==> src/rtl/sprom_pkg.sv <==
package sprom_pkg;

  typedef enum logic [2:0] {
    SEG_START, SEG_TX, SEG_ACKIN, SEG_RX, SEG_NACK, SEG_STOP
  } seg_e;

  localparam int FLD_ARST = 31;
  localparam int FLD_RGO  = 25;
  localparam int FLD_PRES = 8;
  localparam logic [5:0] STP_LAST = 6'd38;

  // Segment kind of each step in the read frame
  function automatic seg_e seg_of(input logic [5:0] step);
    if (step == 6'd0 || step == 6'd19)                     return SEG_START;
    if (step == 6'd9 || step == 6'd18 || step == 6'd28)   return SEG_ACKIN;
    if (step >= 6'd29 && step <= 6'd36)                    return SEG_RX;
    if (step == 6'd37)                                     return SEG_NACK;
    if (step == STP_LAST)                                  return SEG_STOP;
    return SEG_TX;
  endfunction

  // Bit sent in a transmit step, MSB first
  function automatic logic tx_bit(input logic [5:0] step, input logic [6:0] dev,
                                  input logic [7:0] word);
    logic [7:0] b;
    logic [2:0] idx;
    if (step <= 6'd8) begin
      b = {dev, 1'b0}; idx = 3'(step - 6'd1);
    end else if (step <= 6'd17) begin
      b = word;        idx = 3'(step - 6'd10);
    end else begin
      b = {dev, 1'b1}; idx = 3'(step - 6'd20);
    end
    return b[3'd7 - idx];
  endfunction

endpackage

==> src/rtl/sprom_tick.sv <==
module sprom_tick #(
  parameter int DIV = 4
) (
  input  logic clk,
  input  logic rst_n,
  input  logic en,
  output logic tick
);
  localparam int CW = (DIV > 1) ? $clog2(DIV) : 1;
  localparam logic [CW-1:0] LAST = CW'(DIV - 1);

  logic [CW-1:0] cnt;

  assign tick = en && (cnt == LAST);

  always_ff @(posedge clk or negedge rst_n) begin
    if (!rst_n)              cnt <= '0;
    else if (!en || tick)    cnt <= '0;
    else                     cnt <= cnt + 1'b1;
  end
endmodule

==> src/rtl/sprom_addr.sv <==
module sprom_addr #(
  parameter int ADDR_W = 8
) (
  input  logic              clk,
  input  logic              rst_n,
  input  logic              clr,
  input  logic              inc,
  output logic [ADDR_W-1:0] addr
);
  always_ff @(posedge clk or negedge rst_n) begin
    if (!rst_n)    addr <= '0;
    else if (clr)  addr <= '0;
    else if (inc)  addr <= addr + 1'b1;
  end
endmodule

==> src/rtl/sprom_bitseq.sv <==
module sprom_bitseq
  import sprom_pkg::*;
#(
  parameter logic [6:0] DEV = 7'h50
) (
  input  logic       clk,
  input  logic       rst_n,
  input  logic       start,
  input  logic       tick,
  input  logic [7:0] word,
  input  logic       sda_i,
  output logic       busy,
  output logic       scl,
  output logic       sda_oe,
  output logic       cond_phase,
  output logic       fin,
  output logic       ack_fail,
  output logic [7:0] rx_byte
);
  logic       run;
  logic [5:0] step;
  logic [1:0] q;
  logic       nack;
  logic [7:0] sh;
  seg_e       seg;

  assign seg      = seg_of(step);
  assign fin      = tick && run && (q == 2'd3) && (step == STP_LAST);
  assign busy     = run;
  assign ack_fail = nack;
  assign rx_byte  = sh;

  always_ff @(posedge clk or negedge rst_n) begin
    if (!rst_n) begin
      run <= 1'b0; step <= '0; q <= '0; nack <= 1'b0; sh <= '0;
    end else if (start && !run) begin
      run <= 1'b1; step <= '0; q <= '0; nack <= 1'b0;
    end else if (tick && run) begin
      q <= q + 1'b1;
      if (q == 2'd1) begin
        if (seg == SEG_ACKIN && sda_i) nack <= 1'b1;
        if (seg == SEG_RX)             sh   <= {sh[6:0], sda_i};
      end
      if (q == 2'd3) begin
        if (step == STP_LAST)                 run  <= 1'b0;
        else if (seg == SEG_ACKIN && nack)    step <= STP_LAST;
        else                                  step <= step + 1'b1;
      end
    end
  end

  // Line levels per quarter: clock high in quarters 1 and 2
  always_comb begin
    scl        = 1'b1;
    sda_oe     = 1'b0;
    cond_phase = 1'b0;
    if (run) begin
      scl = (q == 2'd1) || (q == 2'd2);
      case (seg)
        SEG_START: begin cond_phase = 1'b1; sda_oe = q[1]; end
        SEG_TX:    sda_oe = !tx_bit(step, DEV, word);
        SEG_STOP:  begin cond_phase = 1'b1; scl = (q != 2'd0); sda_oe = !q[1]; end
        default:   sda_oe = 1'b0;
      endcase
    end
  end
endmodule

==> src/rtl/sprom_reader.sv <==
module sprom_reader
  import sprom_pkg::*;
#(
  parameter int         DIV    = 4,
  parameter int         ADDR_W = 8,
  parameter logic [6:0] DEV    = 7'h50
) (
  input  logic        clk,
  input  logic        rst_n,
  input  logic        reg_wr,
  input  logic [31:0] reg_wdata,
  output logic [31:0] reg_rdata,
  output logic        scl,
  output logic        sda_oe,
  input  logic        sda_i
);
  logic              arst_pend, rd_go, present;
  logic [7:0]        data_q;
  logic [ADDR_W-1:0] addr;
  logic              busy, tick, fin, ack_fail, cond_phase, start;
  logic [7:0]        rx_byte;
  logic              addr_clr;

  assign addr_clr = arst_pend && !busy;
  assign start    = rd_go && !arst_pend && !busy;

  sprom_tick #(.DIV(DIV)) u_tick (
    .clk(clk), .rst_n(rst_n), .en(busy), .tick(tick)
  );

  sprom_addr #(.ADDR_W(ADDR_W)) u_addr (
    .clk(clk), .rst_n(rst_n), .clr(addr_clr), .inc(fin && !ack_fail), .addr(addr)
  );

  sprom_bitseq #(.DEV(DEV)) u_seq (
    .clk(clk), .rst_n(rst_n), .start(start), .tick(tick), .word(8'(addr)),
    .sda_i(sda_i), .busy(busy), .scl(scl), .sda_oe(sda_oe),
    .cond_phase(cond_phase), .fin(fin), .ack_fail(ack_fail), .rx_byte(rx_byte)
  );

  always_ff @(posedge clk or negedge rst_n) begin
    if (!rst_n) begin
      arst_pend <= 1'b0; rd_go <= 1'b0; present <= 1'b0; data_q <= '0;
    end else begin
      if (addr_clr) arst_pend <= 1'b0;
      if (fin) begin
        rd_go   <= 1'b0;
        present <= !ack_fail;
        data_q  <= ack_fail ? 8'hFF : rx_byte;
      end
      if (reg_wr) begin
        if (reg_wdata[FLD_ARST]) arst_pend <= 1'b1;
        if (reg_wdata[FLD_RGO])  rd_go     <= 1'b1;
      end
    end
  end

  always_comb begin
    reg_rdata           = '0;
    reg_rdata[FLD_ARST] = arst_pend;
    reg_rdata[FLD_RGO]  = rd_go;
    reg_rdata[FLD_PRES] = present;
    reg_rdata[7:0]      = data_q;
  end
endmodule

==> config.mk <==
export PLATFORM = sky130hd
export DESIGN_NAME = sprom_reader
export DESIGN_NICKNAME = d
export VERILOG_FILES = /design/src/rtl/sprom_pkg.sv /design/src/rtl/sprom_tick.sv /design/src/rtl/sprom_addr.sv /design/src/rtl/sprom_bitseq.sv /design/src/rtl/sprom_reader.sv
export SDC_FILE = /design/constraint.sdc
export NUM_CORES = 1
export LEC_CHECK = 0
export ABC_CLOCK_PERIOD_IN_PS = 6550
export CORE_ASPECT_RATIO = 0.8
export CORE_MARGIN = 10
export CORE_UTILIZATION = 51
export CTS_CLUSTER_SIZE = 8
export DETAILED_ROUTE_END_ITERATION = 10
export GPL_TIMING_DRIVEN = 0
export PLACE_DENSITY = 0.84
export SKIP_CTS_REPAIR_TIMING = 1
export SLEW_MARGIN = 5
export SYNTH_ARGS = -nofsm -noshare
export SYNTH_HDL_FRONTEND = slang
export SYNTH_HIERARCHICAL = 1
export SYNTH_SLANG_ARGS = --single-unit
==> constraint.sdc <==
create_clock -name clk -period 6.55 [get_ports clk]
set_clock_uncertainty 0.05 [all_clocks]
set_input_delay 1.965 -clock clk [delete_from_list [all_inputs] [get_ports clk]]
set_output_delay 1.965 -clock clk [all_outputs]
set_load 0.01 [all_outputs]
==> implementation parameters, run 1 <==
Parameter                              Value

Status
  Run status    finished, final reports clean

Clocking
  TritonCTS clock tree    built
  CTS Sinks    39
  CTS HTree Levels    2
  Clock input transition at the sequential cells of the worst setup and hold paths    0.08 ns
  Clk buf depth    2
  Number of buffers added by the clock tree synthesis step    5
  Master cell of the clock root buffer    sky130_fd_sc_hd__clkbuf_8
  Later-pin clock latency in the skew report    0.29 ns

Global route
  Grt met3 use    5.31%
  Met1 track utilization from global routing    17.6%
  Busiest grt layer    met2
  Maximum number of pins on one net before global-route repair    40
  Global router's overall resource usage    13.8%
  Total gr overflow    0
  Wire length of the first global-routing pass    9390 um
  Antenna violations before repair    0
  Via count of the first global-routing pass    1995
  GRT met2 Usage    21.5%

Power and ir drop
  Leakage power    1.39 nW
  Overall power    0.704 mW
  Power density of the placed cells    240 mW/mm^2
  Maximum vdd drop    0.000184 V

Routing
  Router iterations before antenna repair    5
  Total via count in the routed design    2012
  DRC marker count from the first detailed-route iteration    140
  Routed via count divided by cell count    5.35
  Number of routed nets with antenna violations    0
  Residual DRC    0
  Routed wire per std cell    14.5 um
  Wire length reported by the detailed router    5450 um

Synth
  Synth warnings    6
  Post-Syn Area per Cell    9.30 sq um
  Cell area after synthesis    0.00250 sq mm
  Post-Synthesis Cells    269

Timing
  Crit path setup slack, layout    0.966 ns
  Fin crit share    85.3%
  Maximum clock frequency    179 MHz
  Hold violation total from the final report    0
  Unrepaired setup endpoints after global routing    false
  Max Transition Viols Final    0
  Worst hold-check slack    0.410 ns
  Transition time at the pin with the least slew margin    0.525 ns
  Post-route setup TNS    0 ns
  Crit path time final    5.58 ns
  Final setup violation count    0
  Worst-case headroom to the max-slew limit    64.7%

Worst setup path
  Arrival time of the worst setup path    3.57 ns
  Worst r2r path cells    13
  Highest net fanout along the worst path    10
  Category of the worst setup path capture point    output port
  Path type of the worst setup path    reg2out
  CP cell instances    clkbuf_1 > inv_1 > ha_1 > nand2b_1 > nand2_1 > mux2i_1 > a221oi_1 > mux2_4 > a311oi_1 > clkdlybuf4s50_1
  Delay contributed by the slowest stage of the critical path    0.59 ns
  Critical Path Slowest Stage Cell    sky130_fd_sc_hd__clkdlybuf4s50_1
  Crit Reg-Reg Endpoint    u_addr/addr[5]$_DFFE_PN0P_
  Required @ worst endpoint    4.53 ns
  Reg2Reg Setup Slack    3.68 ns
  Startpoint of the worst-slack reg-to-reg timing path    u_seq/step[0]$_DFFE_PN0P_
  Worst setup SP type    flop

Floorplan
  Number of standard-cell rows in the floorplan    22
  Die extent in y    82.7 um
  Starting utilization of the core area    53.8%
  Area of the core    0.00465 sq mm
  Area of the die    0.00813 sq mm
  I/O pin total    70
  Horizontal die dimension    98.3 um

Cells and area
  Area Overhead vs Synth    17.2%
  Number of fill cells in the layout    400
  Final cell utilization of the core    63.0%
  Nets    362
  Most frequent cells in the layout    sky130_fd_sc_hd__dfrtp_1, sky130_fd_sc_hd__nor2_1, sky130_fd_sc_hd__buf_4
  Final non-filler cell area    0.00293 sq mm
  Ratio of cells with drive above 1 in the final layout    17.7%
  Post-route non-filler standard cell count    376
  Most common cell after layout, fill and taps aside    sky130_fd_sc_hd__dfrtp_1
  Diode insertion count for antenna repair    0

Placed design
  Final weighted congestion in routability-driven placement    0.826
  Final HPWL DP    4100 um
  Placed insts    368
  Dpl ws    1.27 ns
  Placed standard-cell area    0.00285 sq mm
  IO buf count    18

Hold path
  Count of cells along the worst hold path    1
  Worst hold path type    reg2reg
  Worst Hold Endpoint    u_tick/cnt[0]$_DFF_PN0_
  Hold path startpoint    u_tick/cnt[0]$_DFF_PN0_

Run
  Maxcap violations    0
per-layer routing:
layer  vias to the layer above  part of all wire [%]
met3                         7                    10
met5                         -                     0
met1                       940                    44
li1                        993                     -
met4                         0                   1.1
met2                        72                    45
area by class of cell:
| type | count | area [sq um] | area share [%] |
|---|---|---|---|
| well taps | 60 | 75.1 | 2.56 |
| plain buffers | 36 | 262 | 8.92 |
| clock buffers | 6 | 72.6 | 2.47 |
| clock inverters | 2 | 12.5 | 0.427 |
| flip-flops and latches | 39 | 976 | 33.3 |
| multi-input cells | 200 | 1290 | 43.9 |
| repair buffers | 19 | 195 | 6.66 |
| inverters | 14 | 52.6 | 1.79 |
report_power, final:
part / leakage, nW / switching [mW] / internal (mW)
Clock: 0.0412 / 0.0845 / 0.0744
Sequential: 0.524 / 0.0236 / 0.260
Combinational: 0.823 / 0.142 / 0.120
registers in the layout (all words and copies together), names as in the netlist, 2 cells and up:
signal	flops
data_q	8
u_addr/addr	8
u_seq/q	2
u_seq/rx_byte	8
u_seq/step	6
u_tick/cnt	2
how the worst max path moves through the flow:
stage	slack, ns	endpoint	start
floorplan	2.07	sda_oe	u_seq/step[0]$_DFFE_PN0P_
global placement	1.43	sda_oe	u_seq/step[0]$_DFFE_PN0P_
detailed placement	1.27	sda_oe	u_seq/step[0]$_DFFE_PN0P_
CTS	0.94	sda_oe	u_seq/step[0]$_DFFE_PN0P_
global route	0.67	sda_oe	u_seq/step[0]$_DFFE_PN0P_
finish	0.97	sda_oe	u_seq/step[0]$_DFFE_PN0P_
critical path: cells and delay by family (launching register included):
| kind | cells | cell delay [ns] |
|---|---|---|
| fa+ha+maj | 1 | 0.30 |
| buf+inv | 3 | 1.16 |
| compound gates | 2 | 0.71 |
| flops | 1 | 0.41 |
| mux | 2 | 0.49 |
| simple gates | 2 | 0.21 |
No activity file was read; power rests on OpenSTA's default activity.
==> run 2, diff against run 1 <==
--- a/config.mk
+++ b/config.mk
@@ -6,6 +6,7 @@
 export NUM_CORES = 1
 export LEC_CHECK = 0
 export ABC_CLOCK_PERIOD_IN_PS = 6550
+export CAP_MARGIN = 10
 export CORE_ASPECT_RATIO = 0.8
 export CORE_MARGIN = 10
 export CORE_UTILIZATION = 51
==> results of run 2 <==
Same layout as run 1: the final DEF is identical, and so are final timing and power.
